$ cat config.mk
export PLATFORM = sky130hd
export DESIGN_NAME = cfg_dma_engine
export DESIGN_NICKNAME = d
export VERILOG_FILES = /design/src/rtl/cfg_dma_pkg.sv /design/src/rtl/cfg_dma_regwin.sv /design/src/rtl/cfg_dma_chunker.sv /design/src/rtl/cfg_dma_engine.sv
export SDC_FILE = /design/constraint.sdc
export NUM_CORES = 1
export LEC_CHECK = 0
export ABC_CLOCK_PERIOD_IN_PS = 10500
export BUFFER_PORTS_ARGS = -buffer_cell sky130_fd_sc_hd__buf_2
export CAP_MARGIN = 10
export CELL_PAD_IN_SITES_DETAIL_PLACEMENT = 1
export CELL_PAD_IN_SITES_GLOBAL_PLACEMENT = 2
export CORE_MARGIN = 4
export CORE_UTILIZATION = 29
export CTS_CLUSTER_SIZE = 20
export DETAILED_ROUTE_END_ITERATION = 10
export PLACE_DENSITY_LB_ADDON = 0.1
export SYNTH_ARGS = -nofsm -noshare
export SYNTH_HDL_FRONTEND = slang
export SYNTH_SLANG_ARGS = --single-unit
$ cat constraint.sdc
create_clock -name clk_i -period 10.5 [get_ports clk_i]
set_input_delay 1.575 -clock clk_i [delete_from_list [all_inputs] [get_ports clk_i]]
set_output_delay 1.575 -clock clk_i [all_outputs]
set_load 0.02 [all_outputs]
$ cat src/rtl/cfg_dma_pkg.sv
package cfg_dma_pkg;
  typedef enum logic [2:0] {
    ST_IDLE, ST_FETCH, ST_SEL, ST_XFER, ST_WB
  } dma_st_e;

  localparam int CTL_ERR  = 0;
  localparam int CTL_COPY = 1;
  localparam int CTL_SKIP = 2;
  localparam int CTL_SEL  = 3;

  localparam int DESC_BYTES = 16;
endpackage

$ cat src/rtl/cfg_dma_regwin.sv
module cfg_dma_regwin #(
  parameter logic [63:0] SIGNATURE = 64'h4346_475F_444D_4131
) (
  input  logic        clk_i,
  input  logic        rst_ni,
  input  logic        wr_i,
  input  logic        rd_i,
  input  logic [2:0]  addr_i,
  input  logic [3:0]  size_i,
  input  logic [63:0] wdata_i,
  input  logic        busy_i,
  output logic [63:0] rdata_o,
  output logic        err_o,
  output logic        start_o,
  output logic [63:0] desc_o
);
  logic [63:0] addr_q;
  logic hi_wr, lo_wr, full_wr, wr_legal, wr_ok;
  logic size_legal, rd_ok;
  logic [4:0] span;
  logic [6:0] sh;
  logic [63:0] msk;

  assign hi_wr    = size_i == 4'd4 && addr_i == 3'd0;
  assign lo_wr    = size_i == 4'd4 && addr_i == 3'd4;
  assign full_wr  = size_i == 4'd8 && addr_i == 3'd0;
  assign wr_legal = hi_wr | lo_wr | full_wr;
  assign wr_ok    = wr_i && wr_legal && !busy_i;
  assign start_o  = wr_ok && (lo_wr || full_wr);
  assign desc_o   = full_wr ? wdata_i : (addr_q | {32'h0, wdata_i[31:0]});

  always_comb begin
    span       = 5'(addr_i) + 5'(size_i);
    size_legal = size_i inside {4'd1, 4'd2, 4'd4, 4'd8};
    rd_ok      = size_legal && span <= 5'd8;
    sh         = rd_ok ? 7'({5'd8 - span, 3'b000}) : 7'd0;
    msk        = (size_i == 4'd8) ? '1 : ((64'd1 << {size_i, 3'b000}) - 64'd1);
    rdata_o    = (rd_i && rd_ok) ? ((SIGNATURE >> sh) & msk) : '0;
    err_o      = (wr_i && (!wr_legal || busy_i)) || (rd_i && !rd_ok);
  end

  always_ff @(posedge clk_i or negedge rst_ni) begin
    if (!rst_ni)                 addr_q <= '0;
    else if (start_o)            addr_q <= '0;
    else if (wr_ok && hi_wr)     addr_q <= {wdata_i[31:0], 32'h0};
  end

  AST_START_CLEARS: assert property (@(posedge clk_i) disable iff (!rst_ni)
    start_o |=> addr_q == '0);
endmodule

$ cat src/rtl/cfg_dma_chunker.sv
module cfg_dma_chunker #(
  parameter int MAX_BURST = 8
) (
  input  logic        copy_i,
  input  logic [31:0] rem_i,
  input  logic        item_ok_i,
  input  logic [31:0] item_len_i,
  input  logic [31:0] item_off_i,
  output logic        has_data_o,
  output logic [31:0] n_o
);
  localparam logic [31:0] BURST = 32'(MAX_BURST);
  logic [31:0] avail, lim;

  always_comb begin
    avail      = (item_ok_i && item_off_i < item_len_i) ? item_len_i - item_off_i : '0;
    has_data_o = avail != '0;
    lim        = has_data_o ? ((rem_i < avail) ? rem_i : avail) : rem_i;
    if (copy_i && lim > BURST) n_o = BURST;
    else                       n_o = lim;
  end
endmodule

$ cat src/rtl/cfg_dma_engine.sv
module cfg_dma_engine
  import cfg_dma_pkg::*;
#(
  parameter int          MAX_BURST = 8,
  parameter logic [63:0] SIGNATURE = 64'h4346_475F_444D_4131,
  localparam int         DW        = 8 * MAX_BURST,
  localparam int         LEN_W     = 5
) (
  input  logic              clk_i,
  input  logic              rst_ni,
  input  logic              reg_wr_i,
  input  logic              reg_rd_i,
  input  logic [2:0]        reg_addr_i,
  input  logic [3:0]        reg_size_i,
  input  logic [63:0]       reg_wdata_i,
  output logic [63:0]       reg_rdata_o,
  output logic              reg_err_o,
  output logic              busy_o,
  output logic              mem_req_o,
  output logic              mem_we_o,
  output logic [63:0]       mem_addr_o,
  output logic [LEN_W-1:0]  mem_len_o,
  output logic [DW-1:0]     mem_wdata_o,
  input  logic [127:0]      mem_rdata_i,
  input  logic              mem_ack_i,
  input  logic              mem_err_i,
  output logic              key_load_o,
  output logic [15:0]       key_o,
  output logic              off_inc_o,
  output logic [31:0]       off_step_o,
  input  logic              item_ok_i,
  input  logic [31:0]       item_len_i,
  input  logic [31:0]       item_off_i,
  input  logic [DW-1:0]     item_data_i
);
  dma_st_e     st_q, st_d;
  logic [63:0] desc_q, tgt_q, start_desc;
  logic [31:0] rem_q, ctl_q;
  logic        copy_q, stat_err_q, start;
  logic [63:0] fld_addr;
  logic [31:0] fld_len, fld_ctl;
  logic        ck_has;
  logic [31:0] ck_n;

  cfg_dma_regwin #(.SIGNATURE(SIGNATURE)) u_regwin (
    .clk_i, .rst_ni,
    .wr_i(reg_wr_i), .rd_i(reg_rd_i), .addr_i(reg_addr_i), .size_i(reg_size_i),
    .wdata_i(reg_wdata_i), .busy_i(busy_o), .rdata_o(reg_rdata_o),
    .err_o(reg_err_o), .start_o(start), .desc_o(start_desc)
  );

  cfg_dma_chunker #(.MAX_BURST(MAX_BURST)) u_chunker (
    .copy_i(copy_q), .rem_i(rem_q), .item_ok_i, .item_len_i, .item_off_i,
    .has_data_o(ck_has), .n_o(ck_n)
  );

  // big-endian descriptor decode, memory byte i at rdata[8i+:8]
  always_comb begin
    for (int i = 0; i < 8; i++) fld_addr[63-8*i -: 8] = mem_rdata_i[8*i +: 8];
    for (int i = 0; i < 4; i++) begin
      fld_len[31-8*i -: 8] = mem_rdata_i[8*(8+i) +: 8];
      fld_ctl[31-8*i -: 8] = mem_rdata_i[8*(12+i) +: 8];
    end
  end

  assign busy_o     = st_q != ST_IDLE;
  assign key_o      = ctl_q[31:16];
  assign off_step_o = ck_n;

  always_comb begin
    st_d        = st_q;
    mem_req_o   = 1'b0;
    mem_we_o    = 1'b0;
    mem_addr_o  = desc_q;
    mem_len_o   = LEN_W'(DESC_BYTES);
    mem_wdata_o = '0;
    key_load_o  = 1'b0;
    off_inc_o   = 1'b0;
    unique case (st_q)
      ST_IDLE: if (start) st_d = ST_FETCH;
      ST_FETCH: begin
        mem_req_o = 1'b1;
        if (mem_ack_i)
          st_d = mem_err_i ? ST_WB : (fld_ctl[CTL_SEL] ? ST_SEL : ST_XFER);
      end
      ST_SEL: begin
        key_load_o = 1'b1;
        st_d       = ST_XFER;
      end
      ST_XFER: begin
        if (rem_q == '0) st_d = ST_WB;
        else if (copy_q) begin
          mem_req_o   = 1'b1;
          mem_we_o    = 1'b1;
          mem_addr_o  = tgt_q;
          mem_len_o   = ck_n[LEN_W-1:0];
          mem_wdata_o = ck_has ? item_data_i : '0;
          if (mem_ack_i) begin
            if (mem_err_i) st_d = ST_WB;
            else           off_inc_o = ck_has;
          end
        end else off_inc_o = ck_has;
      end
      ST_WB: begin
        mem_req_o   = 1'b1;
        mem_we_o    = 1'b1;
        mem_addr_o  = desc_q + 64'd8;
        mem_len_o   = LEN_W'(4);
        mem_wdata_o = DW'({stat_err_q, 24'h0}); // status byte 3 = LSB of word
        if (mem_ack_i) st_d = ST_IDLE;
      end
      default: st_d = ST_IDLE;
    endcase
  end

  always_ff @(posedge clk_i or negedge rst_ni) begin
    if (!rst_ni) begin
      st_q       <= ST_IDLE;
      desc_q     <= '0;
      tgt_q      <= '0;
      rem_q      <= '0;
      ctl_q      <= '0;
      copy_q     <= 1'b0;
      stat_err_q <= 1'b0;
    end else begin
      st_q <= st_d;
      unique case (st_q)
        ST_IDLE: if (start) begin
          desc_q     <= start_desc;
          stat_err_q <= 1'b0;
        end
        ST_FETCH: if (mem_ack_i) begin
          if (mem_err_i) stat_err_q <= 1'b1;
          else begin
            tgt_q  <= fld_addr;
            ctl_q  <= fld_ctl;
            copy_q <= fld_ctl[CTL_COPY];
            rem_q  <= (fld_ctl[CTL_COPY] || fld_ctl[CTL_SKIP]) ? fld_len : '0;
          end
        end
        ST_XFER: if (rem_q != '0) begin
          if (!copy_q) rem_q <= rem_q - ck_n;
          else if (mem_ack_i) begin
            if (mem_err_i) stat_err_q <= 1'b1;
            else begin
              rem_q <= rem_q - ck_n;
              tgt_q <= tgt_q + 64'(ck_n);
            end
          end
        end
        default: ;
      endcase
    end
  end

  AST_BURST_RANGE: assert property (@(posedge clk_i) disable iff (!rst_ni)
    mem_req_o && mem_we_o |-> mem_len_o != '0 && 32'(mem_len_o) <= 32'(MAX_BURST));
  AST_REQ_HOLD: assert property (@(posedge clk_i) disable iff (!rst_ni)
    mem_req_o && !mem_ack_i |=> mem_req_o && $stable(mem_addr_o) && $stable(mem_len_o));
  AST_OFF_INSIDE: assert property (@(posedge clk_i) disable iff (!rst_ni)
    off_inc_o |-> item_ok_i && item_off_i < item_len_i
                  && off_step_o != '0 && off_step_o <= item_len_i - item_off_i);
  AST_WB_LAST: assert property (@(posedge clk_i) disable iff (!rst_ni)
    $fell(busy_o) |-> $past(mem_req_o && mem_we_o && mem_ack_i && mem_len_o == LEN_W'(4)));
endmodule

==> Word-level counts from Yosys, hierarchy flattened <==
Cells that the tools add are included.
{ "totals": {"register_bits": 261, "word_cells": 146} }
{ "classes": {"n_addsub": 7, "order_cmp": 4, "eq_ne": 22, "n_shift": 2, "n_mux": 61, "bitwise": 5, "reduce_logical": 37} }
{ "ops": {"columns": ["op", "n"], "rows": [
  ["$mux 64", 16],
  ["$pmux 64 s2", 3],
  ["$mux 32", 11],
  ["$add 64x32->64", 1],
  ["$add 64x4->64 const B", 1],
  ["$and 64x64->64", 1],
  ["$lt 32x32->1", 2],
  ["$or 64x32->64", 1],
  ["$pmux 32 s2", 1],
  ["$reduce_bool 32->1", 2],
  ["$shl 1x7->64 const A", 1],
  ["$shr 63x7->64 const A", 1],
  ["$sub 32x32->32", 2],
  ["$sub 64x1->64 const B", 1],
  ["$gt 32x4->1 const B", 1],
  ["$logic_not 32->1", 1],
  ["$mux 3", 8],
  ["$ne 2x2->1 const B", 8],
  ["$ne 3x3->1 const B", 5],
  ["$pmux 3 s5", 1],
  ["$mux 1", 14],
  ["$logic_and 1x1->1", 13],
  ["$reduce_and 6->1", 2],
  ["$mux 5", 2],
  ["27 further kinds", 39]
]} }

==> Depth between registers and ports, before layout <==
Gate-level depths: netlist of run 1.
{ "logic_depth": {"ltp_word": 15, "ltp_mapped": 44} }

==> By module <==
From an unflattened synthesis of run 1, not the netlist that was laid out.
{ "hier_totals": {"hier_cells": 2876, "hier_area_um2": 22487.8} }
{ "by_module_without_submodules": {"columns": ["mod", "n_inst", "cells_per_inst", "area_per_inst_um2", "seq_area_each_um2"], "rows": [
  ["cfg_dma_engine", 1, 1855, 14543.9, 4529.3],
  ["cfg_dma_chunker", 1, 642, 4476.8, 0.0],
  ["cfg_dma_regwin", 1, 379, 3467.1, 800.8]
]} }

==> Worst setup path after synthesis of run 1 <==
No wires, ideal clock.
{ "synth_timing": {"path_kind": "input port to flip-flop", "from": "input item_len_i[0]", "to": "register tgt_q[44]", "setup_time_ns": 0.137, "arrival_time_ns": 10.281, "t_required_ns": 10.363, "path_slack_ns": 0.082, "stages": 43, "n_path_buf": 6, "path_cell_list": "inv_1 > ha_1 > inv_1 > fa_1 > a211oi_2 > o21ai_1 > a41oi_1 > nand2_2 > a221oi_2 > nor2_1 > clkbuf_1 > clkbuf_1 > nand2_1 > ha_1 > a21o_1 > a21o_1 > a2111oi_0 > o21ai_0 > [7 not listed] > buf_6 > buf_4 > nor2_1 > ha_1 > fa_1 > a21o_1 > a21oi_1 > o21bai_1 > a2111oi_0 > o31ai_1 > a21oi_1 > o2111ai_1 > a311o_1 > nand3_1 > clkbuf_1 > o21ai_0 > a21oi_1 > a21oi_1"} }
{ "synth_between": {"elab_chain_len": 15, "word_cells_on_any_way": 17, "classes_between": "add/sub: 2; order compare: 3; mux: 9; reduce/logical: 3"} }
{ "synth_lines": {"columns": ["item", "line_no", "source"], "rows": [
  ["from (decl)", "cfg_dma_engine.sv:32", "input logic [31:0] item_len_i,"],
  ["$lt 32x32->1", "cfg_dma_chunker.sv:16", "avail = (item_ok_i && item_off_i < item_len_i) ? item_len_i - item_off_i : '0;"],
  ["$logic_and 1x1->1", "cfg_dma_chunker.sv:16", null],
  ["$mux 32 *", "cfg_dma_chunker.sv:16", null],
  ["$lt 32x32->1", "cfg_dma_chunker.sv:18", "lim = has_data_o ? ((rem_i < avail) ? rem_i : avail) : rem_i;"],
  ["$mux 32", "cfg_dma_chunker.sv:18", null],
  ["$mux 32 *", "cfg_dma_chunker.sv:18", null],
  ["$gt 32x4->1", "cfg_dma_chunker.sv:19", "if (copy_i && lim > BURST) n_o = BURST;"],
  ["$logic_and 1x1->1", "cfg_dma_chunker.sv:19", null],
  ["$mux 32 *", "cfg_dma_chunker.sv:19", null],
  ["named net off_step_o[0]", "cfg_dma_engine.sv:30", "output logic [31:0] off_step_o,"],
  ["$add 64x32->64 *", "cfg_dma_engine.sv:147", "tgt_q <= tgt_q + 64'(ck_n);"],
  ["$mux 64 *", "cfg_dma_engine.sv:144", "if (mem_err_i) stat_err_q <= 1'b1;"],
  ["$mux 64 *", "cfg_dma_engine.sv:143", "else if (mem_ack_i) begin"],
  ["$mux 64 *", "cfg_dma_engine.sv:142", "if (!copy_q) rem_q <= rem_q - ck_n;"],
  ["$mux 64 *", "cfg_dma_engine.sv:141", "ST_XFER: if (rem_q != '0) begin"],
  ["$pmux 64 s2 *", "cfg_dma_engine.sv:127", "unique case (st_q)"],
  ["to (signal assigned)", "cfg_dma_engine.sv:135", "tgt_q <= fld_addr;"],
  ["to (signal assigned)", "cfg_dma_engine.sv:147", null],
  ["to (decl)", "cfg_dma_engine.sv:37", "logic [63:0] desc_q, tgt_q, start_desc;"]
]} }
Mark *: on every way through the listed nets, which the timed path passes. The rest lies on a longest branch. The select of a mux whose other input is x is not followed.
A chain may end at the register's enable or synchronous reset.

==> Final worst setup path of run 1 <==
{ "layout_timing": {"from": "input item_off_i[9]", "to": "register tgt_q[62]"} }
{ "layout_between": {"elab_chain_len": 15, "word_cells_on_any_way": 17, "classes_between": "add/sub: 2; order compare: 3; mux: 9; reduce/logical: 3"} }
{ "layout_lines": {"columns": ["item", "line_no", "source"], "rows": [
  ["from (decl)", "cfg_dma_engine.sv:33", "input logic [31:0] item_off_i,"],
  ["$lt 32x32->1", "cfg_dma_chunker.sv:16", null],
  ["$logic_and 1x1->1", "cfg_dma_chunker.sv:16", null],
  ["$mux 32 *", "cfg_dma_chunker.sv:16", null],
  ["$lt 32x32->1", "cfg_dma_chunker.sv:18", null],
  ["$mux 32", "cfg_dma_chunker.sv:18", null],
  ["$mux 32 *", "cfg_dma_chunker.sv:18", null],
  ["$gt 32x4->1", "cfg_dma_chunker.sv:19", null],
  ["$logic_and 1x1->1", "cfg_dma_chunker.sv:19", null],
  ["$mux 32 *", "cfg_dma_chunker.sv:19", null],
  ["$add 64x32->64 *", "cfg_dma_engine.sv:147", null],
  ["$mux 64 *", "cfg_dma_engine.sv:144", null],
  ["$mux 64 *", "cfg_dma_engine.sv:143", null],
  ["$mux 64 *", "cfg_dma_engine.sv:142", null],
  ["$mux 64 *", "cfg_dma_engine.sv:141", null],
  ["$pmux 64 s2 *", "cfg_dma_engine.sv:127", null]
]} }
Mark *: on every way between the ends. The rest lies on a longest branch, timed or not. The select of a mux whose other input is x is not followed.

==> results.json, run 1 <==
{
  "cts.reportedPaths.clkPinSlew_ps": 60,
  "mostFrequentLayoutCells": "buf_2 (548), nand2_1 (408), nor2_1 (268)",
  "internal_power_mw": 3.42,
  "ys.flop_type": "dfrtp_1",
  "hp-class": "reg -> reg",
  "worstReg2RegStart": "rem_q[9]",
  "grt_pass1_vias": 24100,
  "critical_path.endpoint_type": "flop",
  "vdd_ir_drop_max_mv": 0.140,
  "critPathArrivalTime_ps": 10170,
  "postRouteWirelength_um": 100000,
  "ctsHtreeMaxLevel": 1,
  "regToRegEndpoint": "tgt_q[62]",
  "routed_wire_length_per_instance_um": 23.4,
  "minimum_setup_slack_among_reg_to_reg_paths_ps": 3570,
  "place_hpwl_um": 80000,
  "seq_power_share": 0.230,
  "setup_viol_count_final": 0,
  "post_synth.cell_area_avg_um2": 7.37,
  "critical_path.max_stage_delay_ps": 770,
  "grt.total_usage": 0.256,
  "p_leak_nw": 13.0,
  "drv.max_cap_violation_count": 0,
  "detailroute.via_count": 23100,
  "syn-instance-count": 2762,
  "first_iter_violations": 1390,
  "instances_no_fill": 4279,
  "cts.sinks": 213,
  "count_of_boundary_i_o_pins": 585,
  "met1_usage": 0.338,
  "netlist-cell-type-count": 78,
  "routabilityCongestion": 0.874,
  "drt-vias-per-instance": 5.41,
  "most_common_cell_after_layout_fill_and_taps_aside": "buf_2",
  "synth_sequential_area_ratio": 0.262,
  "p_comb_frac": 0.602,
  "critPathSlowestCell": "a2111oi_0",
  "critical_path.startpoint": "item_off_i[9]",
  "synth_enable_flop_cells": 0,
  "global_route.peak_usage_layer": "met2",
  "clock_path_buffers": 3,
  "cp-start-kind": "input port",
  "nNetsFinal": 3802,
  "timing.fmax_mhz": 103,
  "syn2layout_area_growth_pct": 26.9,
  "layout_worst_path_cycle_share": 0.927,
  "number_of_stages_on_the_worst_setup_path": 41,
  "ctsRootBufferMaster": "clkbuf_16",
  "cts_tree": "built",
  "grt.met3_usage": 0.0274,
  "path_max_fanout": 7,
  "fin_setup_tns_ps": 0,
  "timing.critical_path.mode_cell": "buf_4",
  "yosysWarningCount": 0,
  "antenna_left": 0,
  "max_slew_margin": 0.175,
  "proportion_of_register_bits_with_asynchronous_set_or_reset_after_synthesis": 1.00,
  "drive_gt1_frac": 0.247,
  "timing.critical_path.buf_inv": 7,
  "grt.overflow.total": 0,
  "worst_r2r_path_depth": 29,
  "tightest_slew_ps": 1240,
  "gr-usage-met2": 0.449,
  "die-width_um": 273,
  "sw_frac_of_total": 0.487,
  "grt_setup_unrepaired": "false",
  "number_of_antenna_violations_at_the_first_check_in_global_routing": 10,
  "hold-worst-slack_ps": 480,
  "criticalPathCategory": "in -> reg",
  "dr.pass1.iters": 5,
  "minimum_clock_period_after_layout_ps": 9730,
  "power.share.clock": 0.168,
  "crit_path_end": "tgt_q[62]",
  "worst_clock_skew_ps": 21.8,
  "fp-row-count": 96,
  "grt_start_max_net_pins": 93,
  "drc_errors": 0,
  "netlist_area_um2": 20300,
  "final-hold-violation-count": 0,
  "dpl-instance-area_um2": 24700,
  "critPathRequiredTime_ps": 10940,
  "clkLatencyLatePin_ps": 580,
  "die-area_um2": 74500,
  "design_area_um2": 25800,
  "placement.io_buffers": 549,
  "outcome": "complete, no violations",
  "cts_made_buffers": 27,
  "synth.ff_latch_count": 213,
  "design.core.area_um2": 69100,
  "initial_core_util": 0.295,
  "grt_pass1_wl_um": 149000,
  "powerDensity_nw_per_um2": 258,
  "crit_path_max_delay_family": "compound AO/OA/AOI/OAI gates",
  "slew_violations": 0,
  "power.net_switching_mw": 3.24,
  "number_of_cells_after_detailed_placement": 4223,
  "postCtsHoldBufs": 0,
  "vertical_die_dimension_um": 273
}
## registers in the layout, indices dropped and copies added (netlist names)
signal           flops
desc_q              64
st_q                 3
stat_err_q           1
ctl_q               17
rem_q               32
tgt_q               64
u_regwin.addr_q     32
## synth_stat cells (all sizes together), types with 9 or more instances
cell,n,area share
o211ai,30,0.011
o21a,22,0.0081
dfrtp,213,0.26
a22oi,10,0.0037
inv,95,0.018
mux2i,35,0.017
mux2,38,0.021
ha,142,0.087
a21o,56,0.021
nor4,23,0.0074
and2,23,0.0071
xnor2,42,0.018
and3,111,0.034
nand2,411,0.076
a211oi,19,0.0073
xor2,34,0.015
buf,55,0.018
nor2,273,0.050
clkbuf,133,0.025
a31oi,50,0.015
nand2b,14,0.0043
o21bai,18,0.0066
nand3,84,0.021
o21ai,223,0.055
nor2b,19,0.0058
or2,37,0.011
a21oi,247,0.061
nand4,38,0.012
nor3,57,0.014
or3,24,0.0074
o311ai,19,0.0082
a2bb2oi,9,0.0039
nand3b,9,0.0033
a221o,19,0.0093
o22ai,18,0.0055
## per-layer routing
layer | up-vias | part of all wire
met2 | 595 | 0.48
li1 | 11000 | -
met5 | - | 0.00041
met3 | 109 | 0.048
met4 | 6 | 0.026
met1 | 11400 | 0.44
## worst min-delay path by stage
stage                                    from                  end  cells after the start  slack, ps
final                               ctl_q[29]            ctl_q[29]                      2        480
after global routing      u_regwin.addr_q[53]  u_regwin.addr_q[53]                      2        510
after CTS                           ctl_q[19]            ctl_q[19]                      2        480
after detailed placement            ctl_q[18]            ctl_q[18]                      2        460
after global placement              ctl_q[20]            ctl_q[20]                      2        460
after floorplan           u_regwin.addr_q[32]  u_regwin.addr_q[32]                      2        450
## through the flow
| step | setup slack, ps | total power, mW | utilization |
|---|---|---|---|
| 2_1_floorplan | 82.4 | 3.94 | - |
| 3_3_place_gp | 344 | 5.42 | 0.358 |
| 3_5_place_dp | 94.1 | 5.52 | 0.358 |
| 4_1_cts | 666 | 6.69 | 0.373 |
| 5_1_grt | 89.2 | 7.17 | 0.374 |
| 6_report | 768 | 6.67 | 0.374 |
## tightest hold or removal path, stage by stage (launching register included)
cell,delay (ps)
dfrtp_1,340
nand2_1,50
nand2_1,60
## power by group through the flow
stage	Combinational (mW)	Sequential [mW]	Clock, mW
final	4.01	1.53	1.12
after global routing	4.42	1.57	1.18
after CTS	4.00	1.54	1.15
after detailed placement	3.98	1.55	0
after global placement	3.89	1.53	0
after floorplan	2.58	1.36	0
## logic make-up after synthesis
kind of cell    synth area share
fa+ha+maj                 0.0913
other cells             0.000184
xor+xnor                  0.0327
buf+inv                   0.0598
compound gates             0.256
flops                      0.262
simple gates               0.260
mux                       0.0386
## what timing repair did
item / in CTS / in global routing
setup endpoints to repair: 0 / 5
setup buffers: 0 / 0
gates resized for setup: 0 / 3
## area by class of cell
type / count / area (um2)
tap: 931 / 1160
clock inverter: 13 / 265
fill: 8669 / 43200
timing repair buffer: 698 / 3950
antenna: 5 / 12.5
sequential: 213 / 5330
inverter: 95 / 357
multi-input combinational: 2287 / 14000
clock buffer: 37 / 783
(Power assumes the default switching activity.)
==> run 2: changes to the inputs <==
Settings changed: GPL_TIMING_DRIVEN set to 0, SETUP_SLACK_MARGIN set to 0.1.
==> run 2 against run 1 <==
Net effect: clock skew rose by 4.2 ps; count of clock-buffer cells in the layout is the same; setup slack worse by 370 ps.
==> results.json, run 2 (same netlist as run 1, synthesis figures left out) <==
{
  "dpl-instance-area_um2": 24400,
  "dr.pass1.iters": 5,
  "critical_path.endpoint_type": "flop",
  "area_of_the_multi_input_gates_um2": 14100,
  "seq_power_share": 0.231,
  "drc_errors": 0,
  "routabilityCongestion": 0.939,
  "power.share.clock": 0.157,
  "number_of_antenna_violations_at_the_first_check_in_global_routing": 12,
  "minimum_clock_period_after_layout_ps": 10100,
  "final-hold-violation-count": 0,
  "register_area_um2": 5330,
  "postRouteWirelength_um": 111000,
  "first_iter_violations": 1471,
  "drive_gt1_frac": 0.226,
  "nNetsFinal": 3862,
  "grt_setup_unrepaired": "true",
  "die-area_um2": 74500,
  "worstReg2RegStart": "rem_q[9]",
  "layout_worst_path_cycle_share": 0.962,
  "layout.filler_cells": 8695,
  "cts_tree": "built",
  "grt_start_max_net_pins": 98,
  "power.net_switching_mw": 3.40,
  "clkLatencyLatePin_ps": 590,
  "internal_power_mw": 3.21,
  "criticalPathCategory": "in -> reg",
  "p_leak_nw": 12.8,
  "cts.sinks": 213,
  "path_max_fanout": 10,
  "hold-worst-slack_ps": 467,
  "mostFrequentLayoutCells": "buf_2 (561), nand2_1 (410), nor2_1 (270)",
  "powerDensity_nw_per_um2": 256,
  "hp-class": "reg -> reg",
  "grt_pass1_vias": 24800,
  "largest_registers": "desc_q x64, tgt_q x64",
  "place_hpwl_um": 91400,
  "slew_violations": 0,
  "clock_path_buffers": 3,
  "timing.critical_path.buf_inv": 10,
  "worst_clock_skew_ps": 26.0,
  "p_comb_frac": 0.613,
  "drv.max_cap_violation_count": 0,
  "critPathArrivalTime_ps": 10510,
  "tightest_slew_ps": 1150,
  "cts.reportedPaths.clkPinSlew_ps": 60,
  "most_common_cell_after_layout_fill_and_taps_aside": "buf_2",
  "die-width_um": 273,
  "critPathRequiredTime_ps": 10910,
  "critPathSlowestCell": "o21ai_0",
  "timing.critical_path.mode_cell": "buf_4",
  "vertical_die_dimension_um": 273,
  "crit_path_max_delay_family": "compound AO/OA/AOI/OAI gates",
  "placement.io_buffers": 549,
  "timing.fmax_mhz": 99.0,
  "grt.overflow.total": 0,
  "grt.total_usage": 0.280,
  "detailroute.via_count": 24000,
  "drt-vias-per-instance": 5.54,
  "number_of_cells_after_detailed_placement": 4265,
  "design.core.area_um2": 69100,
  "grt_pass1_wl_um": 160000,
  "fin_setup_tns_ps": 0,
  "cts_made_buffers": 28,
  "design_area_um2": 25800,
  "cp-start-kind": "input port",
  "instances_no_fill": 4337,
  "sw_frac_of_total": 0.514,
  "ctsRootBufferMaster": "clkbuf_16",
  "finalPower_mw": 6.61,
  "fp-row-count": 96,
  "setup_viol_count_final": 0,
  "count_of_boundary_i_o_pins": 585,
  "syn2layout_area_growth_pct": 26.7,
  "ctsHtreeMaxLevel": 1,
  "antenna_left": 0,
  "max_slew_margin": 0.228,
  "critical_path.startpoint": "item_len_i[0]",
  "outcome": "complete, no violations",
  "vdd_ir_drop_max_mv": 0.157,
  "holdCritStartpoint": "ctl_q[26]",
  "routed_wire_length_per_instance_um": 25.5,
  "critical_path.max_stage_delay_ps": 440,
  "initial_core_util": 0.295
}
run 2: cell count changes in the layout (fill, tap and decap cells not counted), sizes merged:
cell | previous run | this run
buf | 698 | 624
bufinv | 7 | 4
clkbuf | 37 | 170
clkinv | 3 | 7
clkinvlp | 1 | 0
diode | 5 | 6
inv | 97 | 95
run 2: metrics by stage:
step	utilization	setup slack, ps
after floorplan	-	175
after global placement	0.352	-2840
after detailed placement	0.353	-3020
after CTS	0.370	118
after global routing	0.373	50.9
final	0.373	401
run 2: layout make-up:
cell class	instances	share of cell area
well taps	931	0.0452
clock inverters	11	0.00675
clock buffers	37	0.0304
multi-input cells	2287	0.548
repair buffers	570	0.115
inverters	95	0.0138
diodes	6	0.000582
flip-flops and latches	213	0.207
plain buffers	187	0.0341
run 2: worst register-to-register path: cells and delay by family, from the launching register on:
kind / cells / cell delay [ps]
adders and majority gates: 3 / 1030
DFF: 1 / 470
and+or+nand+nor: 4 / 530
buffers and inverters: 3 / 630
AOI/OAI and AO/OA: 19 / 4190
run 2: metal layers:
metal  wire length [um]  share of wire  GRT usage  vias to the layer above
met5                 21        0.00019          0                        -
met4               2530          0.023     0.0576                        4
met3               6170          0.056     0.0322                      126
met2              53700           0.49      0.495                      764
met1              48100           0.43      0.370                    12000
li1                   -              -          -                    11200
run 2: power by group through the flow:
stage               Clock (mW)  Sequential (mW)  Combinational (mW)
CTS                       1.06             1.52                3.95
global placement             0             1.52                3.76
floorplan                    0             1.36                2.58
detailed placement           0             1.53                3.85
finish                    1.04             1.52                4.05
global route              1.09             1.55                4.41
run 2: path summary, 6_finish.rpt:
kind	endpoint	slack (ps)	depth (start not counted)
min in group asynchronous	tgt_q[9]	920	1
max in group asynchronous	u_regwin.addr_q[47]	8660	2
worst min-delay path	ctl_q[26]	470	2
worst max-delay path	tgt_q[63]	400	44
worst min register to register	ctl_q[26]	470	2
worst max register to register	tgt_q[42]	3510	29
run 2: timing repair:
action | in CTS | in global routing
setup buffers | 10 | 9
setup endpoints to repair | 113 | 54
gates cloned | 0 | 0
hold buffers | 0 | 0
resized for setup | 32 | 27
pin swaps | 10 | 12
==> run 3: changes to the inputs <==
Settings changed: ABC_AREA set to 1.
==> run 3 against run 2 <==
Net effect: largest power group unchanged; total power fell by 5.7%; sequential power fell by 11%; critical endpoint is now rem_q[31]; worst hold slack improved by 21 ps; critical path type unchanged.
==> results.json, run 3 <==
{
  "outcome": "complete, no violations",
  "regToRegEndpoint": "rem_q[31]",
  "grt_pass1_wl_um": 162000,
  "critPathArrivalTime_ps": 10210,
  "timing.critical_path.mode_cell": "nand2_1",
  "nNetsFinal": 4199,
  "drt-vias-per-instance": 5.20,
  "yosys-top-cells-count": "nand2_1 (598), inv_1 (445), nor2_1 (317)",
  "postRouteWirelength_um": 110000,
  "synth_sequential_area_ratio": 0.255,
  "drive_gt1_frac": 0.211,
  "timing.fmax_mhz": 103,
  "worstReg2RegStart": "rem_q[19]",
  "count_of_boundary_i_o_pins": 585,
  "antenna_left": 0,
  "die-width_um": 276,
  "critical_path.endpoint_type": "flop",
  "cts.sinks": 213,
  "post_cts.repair.setup_buffers": 0,
  "critical_path.max_stage_delay_ps": 460,
  "register_area_um2": 5330,
  "cts_made_buffers": 27,
  "slew_violations": 0,
  "max_slew_margin": 0.199,
  "timing.final.ws_setup_ps": 791,
  "criticalPathCategory": "in -> reg",
  "vertical_die_dimension_um": 276,
  "grt_pass1_vias": 25400,
  "synth_area_leader_cell": "dfrtp_1",
  "cts.reportedPaths.clkPinSlew_ps": 60,
  "synth_enable_flop_cells": 0,
  "grt.overflow.total": 0,
  "grt.total_usage": 0.273,
  "drv.max_cap_violation_count": 0,
  "proportion_of_register_bits_with_asynchronous_set_or_reset_after_synthesis": 1.00,
  "area_of_the_multi_input_gates_um2": 13200,
  "powerDensity_nw_per_um2": 239,
  "place_hpwl_um": 93300,
  "minimum_clock_period_after_layout_ps": 9710,
  "mostFrequentLayoutCells": "nand2_1 (597), buf_2 (549), inv_1 (445)",
  "yosysWarningCount": 0,
  "synth.top_cell.area_share": 0.255,
  "first_iter_violations": 1469,
  "post_synth.cell_area_avg_um2": 6.70,
  "synth.ff_latch_count": 213,
  "hold_path_depth": 2,
  "worst_clock_skew_ps": 14.8,
  "post-synth-top-count-cell": "nand2_1",
  "initial_core_util": 0.292,
  "hold-worst-slack_ps": 488,
  "most_common_cell_after_layout_fill_and_taps_aside": "nand2_1",
  "routabilityCongestion": 0.935,
  "design.core.area_um2": 71400,
  "grt_setup_unrepaired": "false",
  "layout_worst_path_cycle_share": 0.925,
  "critPathSlowestCell": "ha_1",
  "cts_tree": "built",
  "netlist_area_um2": 20900,
  "post-place-ws_ps": -966,
  "ys.flop_type": "dfrtp_1",
  "dpl-instance-area_um2": 25000,
  "worst_r2r_path_depth": 36,
  "number_of_antenna_violations_at_the_first_check_in_global_routing": 21,
  "tightest_slew_ps": 1200,
  "largest_registers": "desc_q x64, tgt_q x64",
  "detailroute.via_count": 24400,
  "grt_start_max_net_pins": 117,
  "cp-start-kind": "input port",
  "postCtsHoldBufs": 0,
  "drc_errors": 0,
  "critPathRequiredTime_ps": 11000,
  "clock_path_buffers": 3,
  "design_area_um2": 26100,
  "routed_wire_length_per_instance_um": 23.3,
  "minimum_setup_slack_among_reg_to_reg_paths_ps": 3360,
  "layout.filler_cells": 9346,
  "die-area_um2": 76300,
  "holdCritStartpoint": "u_regwin.addr_q[41]",
  "netlist-cell-type-count": 64,
  "syn2layout_area_growth_pct": 24.9,
  "path_max_fanout": 10,
  "setup_viol_count_final": 0,
  "syn-instance-count": 3116,
  "finalPower_mw": 6.23,
  "hp-class": "reg -> reg",
  "vdd_ir_drop_max_mv": 0.132,
  "ctsRootBufferMaster": "clkbuf_16",
  "hold-path-endpoint": "u_regwin.addr_q[41]",
  "placement.io_buffers": 549,
  "final-hold-violation-count": 0,
  "p_leak_nw": 13.2,
  "fp-row-count": 98,
  "dr.pass1.iters": 7,
  "synth.top_cells.by_area": "dfrtp_1 (26%), nand2_1 (11%), ha_1 (8.5%), inv_1 (8.0%), o21ai_0 (6.0%)",
  "ctsHtreeMaxLevel": 1,
  "clkLatencyLatePin_ps": 590
}
## run 3: critical path: cells and delay by family
family / cells / cell delay, ps
buffers and inverters: 9 / 790
AND/OR/NAND/NOR: 23 / 3100
XOR/XNOR: 1 / 230
adder cells (fa/ha/maj): 4 / 1320
AO/OA/AOI/OAI: 14 / 3170
## run 3: logic make-up (layout without fill, tap and decap cells)
group	after synthesis	after routing	share of synthesized area
multiplexers	80	80	0.0412
flip-flops	213	213	0.255
buffers and inverters	619	1220	0.120
XOR/XNOR	71	71	0.0298
other	1	33	0.000180
AND/OR/NAND/NOR	1270	1270	0.264
adder cells (fa/ha/maj)	146	146	0.0890
AO/OA/AOI/OAI	716	716	0.200
## run 3: how the worst max path moves through the flow
stage,startpoint,slack [ps],depth (start not counted),to
after floorplan,item_len_i[0],1780,58,tgt_q[62]
after global placement,item_len_i[0],-970,56,tgt_q[62]
after detailed placement,item_len_i[0],-970,56,tgt_q[62]
after CTS,item_len_i[0],210,55,tgt_q[63]
after global routing,item_off_i[15],110,57,tgt_q[42]
final,item_len_i[0],790,51,rem_q[31]
## run 3: final cells by class
class,instances,share of cell area
well taps,950,0.0456
clock buffers,36,0.0291
repair buffers,553,0.109
plain buffers,143,0.0277
flip-flops and latches,213,0.204
diodes,11,0.00106
inverters,476,0.0685
clock inverters,12,0.00874
multi-input cells,2305,0.506
## run 3: timing repair
action,CTS,global route
gates resized for setup,4,20
setup endpoints to repair,14,34
gates cloned,0,0
## run 3: power breakdown
group | switching [mW] | leakage, nW | internal, mW
Sequential | 0.280 | 2.72 | 1.07
Clock | 0.404 | 0.484 | 0.654
Combinational | 2.60 | 9.97 | 1.22
## run 3: per-stage QoR
stage,utilization,TNS (ps),std cells
after floorplan,-,0,3137
after global placement,0.349,-12160,4636
after detailed placement,0.350,-12510,4640
after CTS,0.364,0,4688
after global routing,0.365,0,4698
final,0.365,0,4699
## run 3: layer usage
layer	share of wire	wire length [um]	track usage	vias up
met5	0.00012	13	0	-
met4	0.031	3380	0.0940	2
met3	0.053	5770	0.0373	141
met2	0.47	51300	0.458	746
met1	0.45	49200	0.363	11900
li1	-	-	-	11600
